File: config.mk
export PLATFORM = sky130hd
export DESIGN_NAME = dac_frame_tx
export DESIGN_NICKNAME = d
export VERILOG_FILES = /design/src/rtl/dac_frame_pkg.sv /design/src/rtl/dac_cycle_timer.sv /design/src/rtl/dac_frame_shift.sv /design/src/rtl/dac_frame_tx.sv
export SDC_FILE = /design/constraint.sdc
export NUM_CORES = 1
export LEC_CHECK = 0
export BUFFER_PORTS_ARGS = -buffer_cell sky130_fd_sc_hd__buf_2
export CORE_UTILIZATION = 29
export DETAILED_ROUTE_END_ITERATION = 12
export GPL_ROUTABILITY_DRIVEN = 1
export PLACE_DENSITY_LB_ADDON = 0.1
export RECOVER_POWER = 25
export SLEW_MARGIN = 40
export SYNTH_ARGS = -nofsm -noshare
export SYNTH_HDL_FRONTEND = slang
export SYNTH_SLANG_ARGS = --single-unit
File: constraint.sdc
create_clock -name clk -period 2.56 [get_ports clk]
set_clock_uncertainty 0.15 [all_clocks]
set_input_delay 0.512 -clock clk [delete_from_list [all_inputs] [get_ports clk]]
set_output_delay 0.512 -clock clk [all_outputs]
set_load 0.005 [all_outputs]
File: src/rtl/dac_frame_pkg.sv
package dac_frame_pkg;
  localparam int PAD_BITS    = 6;
  localparam int MODE_BITS   = 2;
  localparam int SAMPLE_BITS = 16;
  localparam int FRAME_BITS  = PAD_BITS + MODE_BITS + SAMPLE_BITS;

  typedef enum logic [1:0] {
    ST_IDLE,
    ST_STROBE,
    ST_SHIFT,
    ST_TAIL
  } seq_state_t;

  function automatic logic [FRAME_BITS-1:0] pack_frame(
    input logic [MODE_BITS-1:0]   mode,
    input logic [SAMPLE_BITS-1:0] sample
  );
    return {{PAD_BITS{1'b0}}, mode, sample};
  endfunction
endpackage

File: src/rtl/dac_cycle_timer.sv
module dac_cycle_timer #(
  parameter int CNT_W = 4
) (
  input  logic             clk,
  input  logic             rst,
  input  logic             run,
  input  logic [CNT_W-1:0] limit,
  output logic             expire
);
  logic [CNT_W-1:0] cnt;

  assign expire = run && (cnt == limit - 1'b1);

  always_ff @(posedge clk) begin
    if (rst || !run || expire) cnt <= '0;
    else                       cnt <= cnt + 1'b1;
  end
endmodule

File: src/rtl/dac_frame_shift.sv
module dac_frame_shift #(
  parameter int WIDTH = 24
) (
  input  logic             clk,
  input  logic             rst,
  input  logic             load,
  input  logic [WIDTH-1:0] load_val,
  input  logic             take,
  output logic             head_bit
);
  logic [WIDTH-1:0] sreg;

  assign head_bit = sreg[WIDTH-1];

  always_ff @(posedge clk) begin
    if (rst)       sreg <= '0;
    else if (load) sreg <= load_val;
    else if (take) sreg <= {sreg[WIDTH-2:0], 1'b0};
  end
endmodule

File: src/rtl/dac_frame_tx.sv
module dac_frame_tx
  import dac_frame_pkg::*;
#(
  parameter int SCLK_HALF_CYC = 2,
  parameter int SYNC_HI_CYC   = 4
) (
  input  logic                   clk,
  input  logic                   rst,
  input  logic                   in_valid,
  output logic                   in_ready,
  input  logic [SAMPLE_BITS-1:0] in_sample,
  input  logic [MODE_BITS-1:0]   in_mode,
  output logic                   sync_o,
  output logic                   sclk_o,
  output logic                   din_o
);
  localparam int TAIL_CYC = 2 * SCLK_HALF_CYC;
  localparam int MAX_CYC  = (TAIL_CYC > SYNC_HI_CYC) ? TAIL_CYC : SYNC_HI_CYC;
  localparam int CNT_W    = $clog2(MAX_CYC + 1);
  localparam int FALL_W   = $clog2(FRAME_BITS + 1);

  seq_state_t        state;
  logic [FALL_W-1:0] fall_cnt;
  logic [CNT_W-1:0]  limit;
  logic              expire, accept, take, head_bit, last_fall_done;

  assign accept         = in_valid && in_ready;
  assign last_fall_done = (fall_cnt == FALL_W'(FRAME_BITS));
  assign take = expire && ((state == ST_STROBE) ||
                           (state == ST_SHIFT && !sclk_o && !last_fall_done));

  always_comb begin
    case (state)
      ST_STROBE: limit = CNT_W'(SYNC_HI_CYC);
      ST_TAIL:   limit = CNT_W'(TAIL_CYC);
      default:   limit = CNT_W'(SCLK_HALF_CYC);
    endcase
  end

  dac_cycle_timer #(.CNT_W(CNT_W)) timer_i (
    .clk    (clk),
    .rst    (rst),
    .run    (state != ST_IDLE),
    .limit  (limit),
    .expire (expire)
  );

  dac_frame_shift #(.WIDTH(FRAME_BITS)) shift_i (
    .clk      (clk),
    .rst      (rst),
    .load     (accept),
    .load_val (pack_frame(in_mode, in_sample)),
    .take     (take),
    .head_bit (head_bit)
  );

  always_ff @(posedge clk) begin
    if (rst) begin
      state    <= ST_IDLE;
      fall_cnt <= '0;
      in_ready <= 1'b1;
      sync_o   <= 1'b0;
      sclk_o   <= 1'b1;
      din_o    <= 1'b0;
    end else begin
      case (state)
        ST_IDLE: if (accept) begin
          state    <= ST_STROBE;
          in_ready <= 1'b0;
          sync_o   <= 1'b1;
          fall_cnt <= '0;
        end
        ST_STROBE: if (expire) begin
          state  <= ST_SHIFT;
          sync_o <= 1'b0;
          din_o  <= head_bit;
        end
        ST_SHIFT: if (expire) begin
          if (sclk_o) begin
            sclk_o   <= 1'b0;
            fall_cnt <= fall_cnt + 1'b1;
          end else begin
            sclk_o <= 1'b1;
            if (last_fall_done) begin
              state <= ST_TAIL;
              din_o <= 1'b0;
            end else begin
              din_o <= head_bit;
            end
          end
        end
        ST_TAIL: if (expire) begin
          state    <= ST_IDLE;
          in_ready <= 1'b1;
        end
        default: state <= ST_IDLE;
      endcase
    end
  end
endmodule

==> results of run 1 <==
## worst paths after layout
check / from / end / slack, ns / cells past startpoint
min: shift_i.sreg[22]$_SDFFE_PP0P_ / shift_i.sreg[23]$_SDFFE_PP0P_ / 0.32 / 2
max reg2reg: state[1]$_SDFFE_PP0P_ / shift_i.sreg[7]$_SDFFE_PP0P_ / 0.35 / 7
max: state[1]$_SDFFE_PP0P_ / shift_i.sreg[7]$_SDFFE_PP0P_ / 0.35 / 7
min reg2reg: shift_i.sreg[22]$_SDFFE_PP0P_ / shift_i.sreg[23]$_SDFFE_PP0P_ / 0.32 / 2
## layer usage
layer / GRT usage [%] / part of all wire [%]
met5: 0 / 0
met4: 6.32 / 1.5
met3: 3.96 / 4.2
met2: 21.3 / 41
met1: 22.6 / 54
## power by group through the flow
stage | clock network (W) | logic, W | registers [W]
floorplan | 0 | 0.000413 | 0.000707
global placement | 0 | 0.000580 | 0.000717
detailed placement | 0 | 0.000562 | 0.000715
CTS | 0.000530 | 0.000565 | 0.000703
global route | 0.000558 | 0.000613 | 0.000712
finish | 0.000514 | 0.000547 | 0.000702
## sequential cells by signal (all words and copies together) (netlist names)
signal and cells:
din_o 1, fall_cnt 5, in_ready 1, sclk_o 1, shift_i.sreg 24, state 2, sync_o 1, timer_i.cnt 3
## cell families (layout without fill, tap and decap cells)
kind of cell / Yosys count / in the layout / share of synthesized area, %
xor+xnor: 1 / 1 / 0.469
simple gates: 56 / 56 / 16.2
fa+ha+maj: 7 / 7 / 4.69
buf+inv: 28 / 50 / 6.37
flops: 38 / 38 / 40.8
mux: 3 / 3 / 1.61
compound gates: 95 / 95 / 30.0
## final cells by class
class	instances	share of cell area (%)
multi-input cells	162	45.5
inverters	9	1.56
flip-flops and latches	38	35.2
clock inverters	3	1.85
clock buffers	5	3.18
well taps	75	4.34
repair buffers	33	8.40
## metrics by stage
step                total power (W)  cells  area, um^2  utilization, %
floorplan                   0.00112    228        1870               -
detailed placement          0.00128    317        2060            34.0
global placement            0.00130    317        2060            34.0
finish                      0.00176    325        2160            35.7
global route                0.00188    325        2160            35.7
CTS                         0.00180    325        2170            35.8
## cell usage in the layout, fill, tap and decap left out, types with 2 or more instances in the layout
cell / Yosys / routed
o211ai_1: 3 / 3
clkbuf_8: 0 / 5
and2_1: 2 / 2
dfxtp_1: 38 / 38
nand3_1: 27 / 27
a31oi_1: 19 / 19
buf_4: 0 / 8
mux2i_1: 3 / 3
nor3_1: 1 / 2
o21a_1: 2 / 2
a21o_1: 2 / 2
buf_2: 5 / 22
ha_1: 7 / 7
o21ai_0: 47 / 47
nand2_1: 11 / 11
clkinv_2: 0 / 2
nor2_1: 4 / 4
or4_1: 2 / 2
clkbuf_1: 11 / 3
a21oi_1: 11 / 11
inv_1: 9 / 9
## tightest hold or removal path: stages (launching register included)
cell and delay [ns]:
dfxtp_1 0.32, nand3_1 0.06, a21oi_1 0.05
==> metrics.md, run 1 <==
| Metric | Value |
|---|---|
| Maximum Capacitance Violations | 0 |
| TritonCTS Buffers | 5 |
| Drt wl/cell | between 10 and 15 um |
| Avg Inst Size Synth | approximately 8.2 um^2 |
| Post-route clock period utilization | a little under nine tenths |
| CTS hold repair buffers | 0 |
| Setup TNS | 0 ns |
| Nets | about 280 |
| Async S/R FF share, synth | 0% |
| H-tree depth | 2 |
| Antenna violations before repair | 0 |
| Initial Utilization | a little under a third |
| Post-synthesis instance total | roughly 230 |
| Die W | between 80 and 90 um |
| DR vias | ~1700 |
| Pint | 0.00114 W |
| Pre-CTS setup slack | about 0.46 ns |
| FF/Latch Area | ~760 um^2 |
| Num rows | 28 |
| Arr. time, crit path | 2.28 ns |
| Tot GR Track Use | 15.5% |
| Ant diodes | 0 |
| Worst path top cell family by delay | compound AO/OA/AOI/OAI gates |
| Startpoint Class | flop |
| Register area share after synthesis | 40.8% |
| Area leader, netlist | dfxtp_1 |
| Layout area overhead | 15.8% |
| Combinational Power Share | slightly above 30% |
| Synth Cell Area | 0.00187 mm^2 |
| Top_reg_cell synth | dfxtp_1 |
| EDFF count, synth | 0 |
| Layout cells sized above 1 | 16.4% |
| Core area | approximately 0.0061 mm^2 |
| FMAX | about 450 MHz |
| LEAKAGE | about 0.77 nW |
| Antenna Nets Post-Route | 0 |
| Switching Fraction | 35.6% |
| Post-route DRC | 0 |
| Top-count cell post-synth | o21ai_0 |
| CTS tree | done |
| Final wirelength | 4760 um |
| Drt via density | between 5 and 6 |
| Max-slew violations | 0 |
| Element type at the critical path end | flop |
| WP buf/inv | 2 |
| CTS Sinks | 38 |
| Clk pwr share | 29.2% |
| Synthesized flop and latch total | 38 |
| Psw | between 0.0006 and 0.0007 W |
| Top post-synthesis cells by count | o21ai_0, dfxtp_1, nand3_1 |
| Worst-path clk slew | approximately 0.08 ns |
| Netlist cell types | 41 |
| Yosys top cell area share | 40.8% |
| Setup Buffers After CTS | 0 |
| Die Y | 82.2 um |
| Number of global-route vias before repair | 1577 |
| Final setup violation count | 0 |
| Worst Hold Class | flop to flop |
| Slew @ Worst Pin | ~0.55 ns |
| Root Buffer | clkbuf_8 |
| Hold Violations, Final | 0 |
| Tmin final | ~2.2 ns |
| Multi-input logic area | around 980 um^2 |
| First-pass iteration count of the detailed router | 4 |
| Ys Warns | 0 |
| GRT overflow | 0 |
| Post-synth net total | between 200 and 300 |
| Crit-path max FO | 23 |
| Status | completed |
| HPWL Detailed | approximately 3000 um |
| Max VDD drop | between 0.0003 and 0.0004 V |
| Clock Latency Late Sink | roughly 0.30 ns |
| Crit-path slowest cell | dfxtp_1 |
| Filler cells | 636 |
| IO Port Bufs | 24 |
| Cell Chain, Critical Path | inv_1 -> ha_1 -> nor3_1 -> o21a_1 -> buf_4 -> nand3_1 -> a31oi_1 |
| RSZ-0062 raised after global routing | false |
| Routability cong. | 0.736 |
| # IOs | 25 |
| Worst rel slew slack | between 60% and 70% |
| Largest net degree at the start of global routing | 37 |
| Setup ws final | ~0.35 ns |
| Clock tree buffer depth | 2 |
| Resized Gates After CTS | 0 |
| Area contributors post-synth | dfxtp_1, o21ai_0, nand3_1 |
| Hold_ws | roughly 0.32 ns |
| First-pass GRT wire length | about 7800 um |
| Critical Path RT | around 2.6 ns |
| Largest stage delay, worst path | approximately 0.38 ns |
| Starting DRT DRC Count | between 100 and 150 |
| PD cells | 816 mW/mm^2 |
| Die area | 0.00676 mm^2 |
| Sequential power share | roughly two fifths |
| Setup Crit Path Kind | flop to flop |
No activity file was read; power rests on OpenSTA's default activity.
==> run 2, diff against run 1 <==
--- a/config.mk
+++ b/config.mk
@@ -14,4 +14,5 @@
 export SLEW_MARGIN = 40
 export SYNTH_ARGS = -nofsm -noshare
 export SYNTH_HDL_FRONTEND = slang
+export SYNTH_HIERARCHICAL = 1
 export SYNTH_SLANG_ARGS = --single-unit
==> metrics.md, run 2 <==
| Metric | Value |
|---|---|
| FF/Latch Area | 762 um^2 (+0.16%) |
| Largest net degree at the start of global routing | 29 (-22%) |
| Clock tree buffer depth | 2 (unchanged) |
| Slew @ Worst Pin | 0.837 ns (+0.290 ns) |
| Adder-cell area share of the yosys netlist | 5.48% (+0.79 points) |
| Netlist cell types | 39 (-4.9%) |
| Synth Area in XOR/XNOR | 3.71% (+3.2 points) |
| First-pass GRT wire length | 7090 um (-9.2%) |
| Root Buffer | clkbuf_8 |
| Post-synthesis instance total | 207 (-9.2%) |
| Nets | 279 (+0.72%) |
| CTS hold repair buffers | 0 (unchanged) |
| Final Instance Area | 0.00251 mm^2 (+16%) |
| Mux contribution to synthesized area | 12.8% (+11 points) |
| GRT overflow | 0 (unchanged) |
| Final wirelength | 4230 um (-11%) |
| Simple-gate share of the synthesized area | 14.7% (-1.5 points) |
| Drt wl/cell | 12.2 um (-16%) |
| Crit-path max FO | 8 (-65%) |
| CTS tree | done |
| CTS Sinks | 38 (unchanged) |
| Final setup violation count | 0 (unchanged) |
| Top-count cell post-synth | dfxtp_1 |
| Hold Violations, Final | 0 (unchanged) |
| Routability cong. | 0.737 (+0.15%) |
| Arr. time, crit path | 2.43 ns (+0.15 ns) |
| Initial Utilization | 30.1% (-0.71 points) |
| FMAX | 411 MHz (-9.2%) |
| Avg Inst Size Synth | 9.93 um^2 (+21%) |
| EDFF count, synth | 0 (unchanged) |
| Tmin final | 2.43 ns (+0.225 ns) |
| Commonest non-fill, non-tap cells in the layout | dfxtp_1, nor2b_1, a211oi_1, mux2i_1, buf_2 |
| Ant diodes | 0 (unchanged) |
| Element type at the critical path end | flop |
| Commonest non-fill, non-tap cell in the layout | dfxtp_1 |
| Yosys top cell area share | 37.0% (-3.7 points) |
| Overall power | 0.00195 W (+11%) |
| Dpl cell area | 0.00235 mm^2 (+14%) |
| Core area | 0.00683 mm^2 (+13%) |
| Post-route DRC | 0 (unchanged) |
| Top reg by flops | shift_i/sreg |
| IO Port Bufs | 24 (unchanged) |
| Critical Path RT | 2.55 ns (-0.08 ns) |
| Async S/R FF share, synth | 0% (unchanged) |
| Top Registers | shift_i/sreg (24), fall_cnt (5), timer_i/cnt (3) |
| Die W | 86.2 um (+4.8%) |
| Top_reg_cell synth | dfxtp_1 |
| Worst rel slew slack | 44.1% (-19 points) |
| Startpoint Class | flop |
| Top post-synthesis cells by count | dfxtp_1, mux2i_1, nor2b_1 |
| Layout cells sized above 1 | 26.8% (+10 points) |
| Synth Cell Area | 0.00206 mm^2 (+10%) |
| Clock Latency Late Sink | 0.29 ns (about the same) |
| HPWL Detailed | 2930 um (-3.3%) |
| Drt via density | 4.45 (-16%) |
| Reg2Reg Launch Point | state[1]$_SDFFE_PP0P_ |
| Starting DRT DRC Count | 37 (-69%) |
| Worst flop-to-flop path endpoint | shift_i/sreg[15]$_SDFFE_PP0P_ |
| Ys Warns | 6 (+6) |
| Synthesized flop and latch total | 38 (unchanged) |
| Register area share after synthesis | 37.0% (-3.7 points) |
| Max-slew violations | 0 (unchanged) |
| Main combinational cell family by area after synthesis | compound AO/OA/AOI/OAI gates |
| PD cells | 778 mW/mm^2 (-4.7%) |
| Filler cells | 720 (+13%) |
| Antenna Nets Post-Route | 0 (unchanged) |
| Post-route clock period utilization | 95.1% (+8.8 points) |
| LEAKAGE | 0.919 nW (+19%) |
| Worst Hold Class | flop to flop |
| DR vias | 1538 (-11%) |
| TritonCTS Buffers | 5 (unchanged) |
| CP startpoint | state[1]$_SDFFE_PP0P_ |
| Status | completed |
| Worst-path clk slew | 0.08 ns (about the same) |
| Complex-gate fraction of the synthesized area | 19.1% (-11 points) |
| Area contributors post-synth | dfxtp_1, mux2i_1, a211oi_1 |
| Largest register FFs | 24 (unchanged) |
| Maximum Capacitance Violations | 0 (unchanged) |
| Antenna violations before repair | 0 (unchanged) |
| Die area | 0.00743 mm^2 (+9.9%) |
| Num rows | 30 (+7.1%) |
| Worst R2R Path Depth | 11 (+4) |
| Max VDD drop | 0.000357 V (+11%) |
| Setup Crit Path Kind | flop to flop |
| Layout area overhead | 22.0% |
| H-tree depth | 2 (unchanged) |
| Area leader, netlist | dfxtp_1 |
| Die Y | 86.2 um (+4.8%) |
| Multi-input logic area | 0.00124 mm^2 (+26%) |
| First-pass iteration count of the detailed router | 3 (-1) |
| Tot GR Track Use | 12.3% (-3.3 points) |
| # IOs | 25 (unchanged) |
| Number of global-route vias before repair | 1548 (-1.8%) |
| CP endpoint | shift_i/sreg[15]$_SDFFE_PP0P_ |
| Reg2Reg Setup Slack | 0.13 ns (-0.22 ns) |
==> run 2: worst min path at each step <==
stage / depth (start not counted) / to / slack [ns] / from
floorplan: 1 / timer_i/cnt[0]$_SDFF_PP0_ / 0.30 / timer_i/cnt[0]$_SDFF_PP0_
global placement: 1 / timer_i/cnt[0]$_SDFF_PP0_ / 0.33 / timer_i/cnt[0]$_SDFF_PP0_
detailed placement: 1 / timer_i/cnt[0]$_SDFF_PP0_ / 0.33 / timer_i/cnt[0]$_SDFF_PP0_
CTS: 1 / timer_i/cnt[0]$_SDFF_PP0_ / 0.34 / timer_i/cnt[0]$_SDFF_PP0_
global route: 1 / timer_i/cnt[0]$_SDFF_PP0_ / 0.36 / timer_i/cnt[0]$_SDFF_PP0_
finish: 1 / timer_i/cnt[0]$_SDFF_PP0_ / 0.34 / timer_i/cnt[0]$_SDFF_PP0_
==> run 2: per-layer routing <==
| metal | part of all wire [%] | global-route usage, % | vias up | wire (um) |
|---|---|---|---|---|
| li1 | - | - | 802 | - |
| met1 | 52 | 16.1 | 711 | 2190 |
| met2 | 44 | 19.2 | 20 | 1860 |
| met3 | 2.8 | 2.95 | 5 | 119 |
| met4 | 1.4 | 5.45 | 0 | 61 |
| met5 | 0 | 0 | - | 0 |
==> run 2: cells by family (layout without fill, tap and decap cells) <==
kind of cell,Yosys count,after routing
DFF,38,38
muxes,26,26
and+or+nand+nor,52,52
other,1,9
xor gates and xnor gates,7,7
adders and majority gates,9,9
AOI/OAI and AO/OA,49,49
buffers and inverters,25,60
==> run 2: through the flow <==
step           utilization [%]  std cells  setup slack, ns  hold slack (ns)  setup TNS [ns]
6_report                  36.7        346            0.125            0.339               0
5_1_grt                   36.7        346          -0.0159            0.361         -0.0320
4_1_cts                   36.0        346           0.0350            0.339               0
3_5_place_dp              34.5        338          -0.0264            0.330         -0.0427
3_3_place_gp              34.5        338           0.0331            0.329               0
2_1_floorplan                -        215           0.0162            0.302               0
==> run 2: final cells by class <==
cell class	instances	share of cell area (%)
clock buffer	6	3.29
clock inverter	2	0.499
inverter	14	2.10
multi-input combinational	152	49.5
sequential	38	30.4
tap	96	4.79
timing repair buffer	38	9.43
==> run 2: what timing repair did <==
item | in CTS | in global routing
setup endpoints to repair | 8 | 29
resized for setup | 1 | 12
setup buffers | 0 | 0
pin swaps | 0 | 3
==> run 2: critical path, stage by stage, from the launching register on <==
cell and delay, ns:
dfxtp_2 0.34, inv_1 0.05, ha_1 0.19, nor2_2 0.10
inv_1 0.08, ha_4 0.27, xor2_2 0.15, and4_4 0.30
o21a_4 0.19, buf_8 0.15, mux2i_2 0.22, a211oi_2 0.08
==> run 2: power by group <==
| group | total [W] | switching, W | leakage, nW | internal [W] |
|---|---|---|---|---|
| sequential | 0.000739 | 0.0000606 | 0.313 | 0.000678 |
| combinational | 0.000770 | 0.000395 | 0.559 | 0.000376 |
| clock | 0.000442 | 0.000225 | 0.0472 | 0.000217 |
==> run 3, diff against run 2 <==
--- a/config.mk
+++ b/config.mk
@@ -9,7 +9,7 @@
 export CORE_UTILIZATION = 29
 export DETAILED_ROUTE_END_ITERATION = 12
 export GPL_ROUTABILITY_DRIVEN = 1
-export PLACE_DENSITY_LB_ADDON = 0.1
+export PLACE_DENSITY_LB_ADDON = 0.15
 export RECOVER_POWER = 25
 export SLEW_MARGIN = 40
 export SYNTH_ARGS = -nofsm -noshare
==> metrics.md, run 3 (synthesized netlist as in run 2, its figures left out) <==
| Metric | Value |
|---|---|
| Filler cells | 723 (+0.42%) |
| Drt wl/cell | 11.5 um (-6.1%) |
| CP endpoint | shift_i/sreg[14]$_SDFFE_PP0P_ |
| Setup Crit Path Kind | flop to flop |
| Finished Layout Cells | 348 (+0.58%) |
| Largest register FFs | 24 (unchanged) |
| Max-slew violations | 0 (unchanged) |
| Commonest non-fill, non-tap cell in the layout | dfxtp_1 |
| GRT overflow | 0 (unchanged) |
| Post-route DRC | 0 (unchanged) |
| Clock Latency Late Sink | 0.29 ns (about the same) |
| Status | completed |
| Number of global-route vias before repair | 1490 (-3.7%) |
| Post-Place Cells | 337 (-0.30%) |
| Max VDD drop | 0.000362 V (+1.4%) |
| LEAKAGE | 0.939 nW (+2.2%) |
| Ant diodes | 0 (unchanged) |
| Top reg by flops | shift_i/sreg |
| CTS tree | done |
| FMAX | 415 MHz (+0.95%) |
| TritonCTS Buffers | 5 (unchanged) |
| Worst Hold Class | input pin to flop |
| Top Registers | shift_i/sreg (24), fall_cnt (5), timer_i/cnt (3) |
| Die area | 0.00743 mm^2 (unchanged) |
| Startpoint Class | flop |
| Tot GR Track Use | 11.9% (-0.35 points) |
| Hold Violations, Final | 0 (unchanged) |
| Commonest non-fill, non-tap cells in the layout | dfxtp_1, nor2b_1, buf_2 |
| Antenna Nets Post-Route | 0 (unchanged) |
| Drt via density | 4.43 (-0.45%) |
| Worst-path clk slew | 0.08 ns (about the same) |
| Tmin final | 2.41 ns (-0.0230 ns) |
| Core area | 0.00683 mm^2 (unchanged) |
| Layout cells sized above 1 | 27.8% (+0.98 points) |
| Clock tree buffer depth | 2 (unchanged) |
| PD cells | 774 mW/mm^2 (-0.48%) |
| Starting DRT DRC Count | 40 (+8.1%) |
| Reg2Reg Launch Point | state[1]$_SDFFE_PP0P_ |
| Critical Path RT | 2.58 ns (+0.03 ns) |
| Reg2Reg Setup Slack | 0.15 ns (+0.02 ns) |
| Die W | 86.2 um (unchanged) |
| Crit-path max FO | 8 (unchanged) |
| IO Port Bufs | 24 (unchanged) |
| Post-route clock period utilization | 94.2% (-0.90 points) |
| CTS hold repair buffers | 0 (unchanged) |
| Worst flop-to-flop path endpoint | shift_i/sreg[14]$_SDFFE_PP0P_ |
| Setup TNS | 0 ns (unchanged) |
| Antenna violations before repair | 0 (unchanged) |
| CP startpoint | state[1]$_SDFFE_PP0P_ |
| # IOs | 25 (unchanged) |
| CTS Sinks | 38 (unchanged) |
| Num rows | 30 (unchanged) |
| First-pass GRT wire length | 6930 um (-2.3%) |
| Routability cong. | 0.739 (+0.18%) |
| Final setup violation count | 0 (unchanged) |
| Final wirelength | 4000 um (-5.5%) |
| DR vias | 1540 (+0.13%) |
| HPWL Detailed | 2830 um (-3.3%) |
| Layout area overhead | 23.1% |
| First-pass iteration count of the detailed router | 4 (+1) |
| Maximum Capacitance Violations | 0 (unchanged) |
| H-tree depth | 2 (unchanged) |
| Arr. time, crit path | 2.43 ns (about the same) |
| Largest net degree at the start of global routing | 29 (unchanged) |
| Element type at the critical path end | flop |
| Root Buffer | clkbuf_8 |
| Initial Utilization | 30.1% (unchanged) |
| Worst R2R Path Depth | 11 (unchanged) |
| Die Y | 86.2 um (unchanged) |
| Nets | 281 (+0.72%) |
## run 3: final cells by class
type	instances	area, um^2	area share, %
multi-input cells	152	1240	49.1
flip-flops and latches	38	762	30.1
repair buffers	40	258	10.2
well taps	96	120	4.75
clock buffers	6	82.6	3.26
inverters	14	52.6	2.08
clock inverters	2	12.5	0.495
## run 3: worst min path at each step
stage                                    from                      endpoint  cells past startpoint
floorplan           timer_i/cnt[0]$_SDFF_PP0_     timer_i/cnt[0]$_SDFF_PP0_                      1
finish                           in_sample[0]  shift_i/sreg[0]$_SDFFE_PP0P_                      3
global route                     in_sample[0]  shift_i/sreg[0]$_SDFFE_PP0P_                      3
CTS                              in_sample[0]  shift_i/sreg[0]$_SDFFE_PP0P_                      3
global placement    timer_i/cnt[0]$_SDFF_PP0_     timer_i/cnt[0]$_SDFF_PP0_                      1
detailed placement  timer_i/cnt[0]$_SDFF_PP0_     timer_i/cnt[0]$_SDFF_PP0_                      1
## run 3: worst max-delay path, stage by stage (launching register included)
cell      delay [ns]
dfxtp_2         0.34
inv_1           0.05
ha_2            0.19
nor2_4          0.10
inv_1           0.04
ha_1            0.19
xnor3_2         0.30
and4_4          0.28
o21a_4          0.19
buf_8           0.15
mux2i_2         0.22
a211oi_2        0.08
## run 3: metal layers
| layer | GRT usage [%] | up-vias | share of wire, % |
|---|---|---|---|
| li1 | - | 812 | - |
| met1 | 15.9 | 703 | 51 |
| met2 | 18.8 | 20 | 45 |
| met3 | 2.95 | 5 | 3.0 |
| met4 | 4.09 | 0 | 1.3 |
| met5 | 0 | - | 0 |
## run 3: stage by stage
stage	setup WS, ns	utilization [%]	total power (W)	hold slack [ns]	area [um^2]
finish	0.148	37.0	0.00196	0.330	2530
floorplan	0.0162	-	0.00127	0.302	2100
global placement	0.0500	34.3	0.00147	0.323	2350
detailed placement	-0.0400	34.3	0.00147	0.327	2350
global route	-0.00209	37.0	0.00212	0.330	2530
CTS	0.0146	35.8	0.00191	0.330	2450
## run 3: what timing repair did
action / CTS / global route
endpoints found under the setup margin: 22 / 30
buffers inserted: 0 / 3
pin swaps: 0 / 2
gates resized for setup: 2 / 14
## run 3: power by group
| group | switching, W | internal, W | total [W] |
|---|---|---|---|
| sequential | 0.0000610 | 0.000678 | 0.000739 |
| clock | 0.000221 | 0.000217 | 0.000437 |
| combinational | 0.000392 | 0.000391 | 0.000783 |
| total | 0.000674 | 0.00129 | 0.00196 |
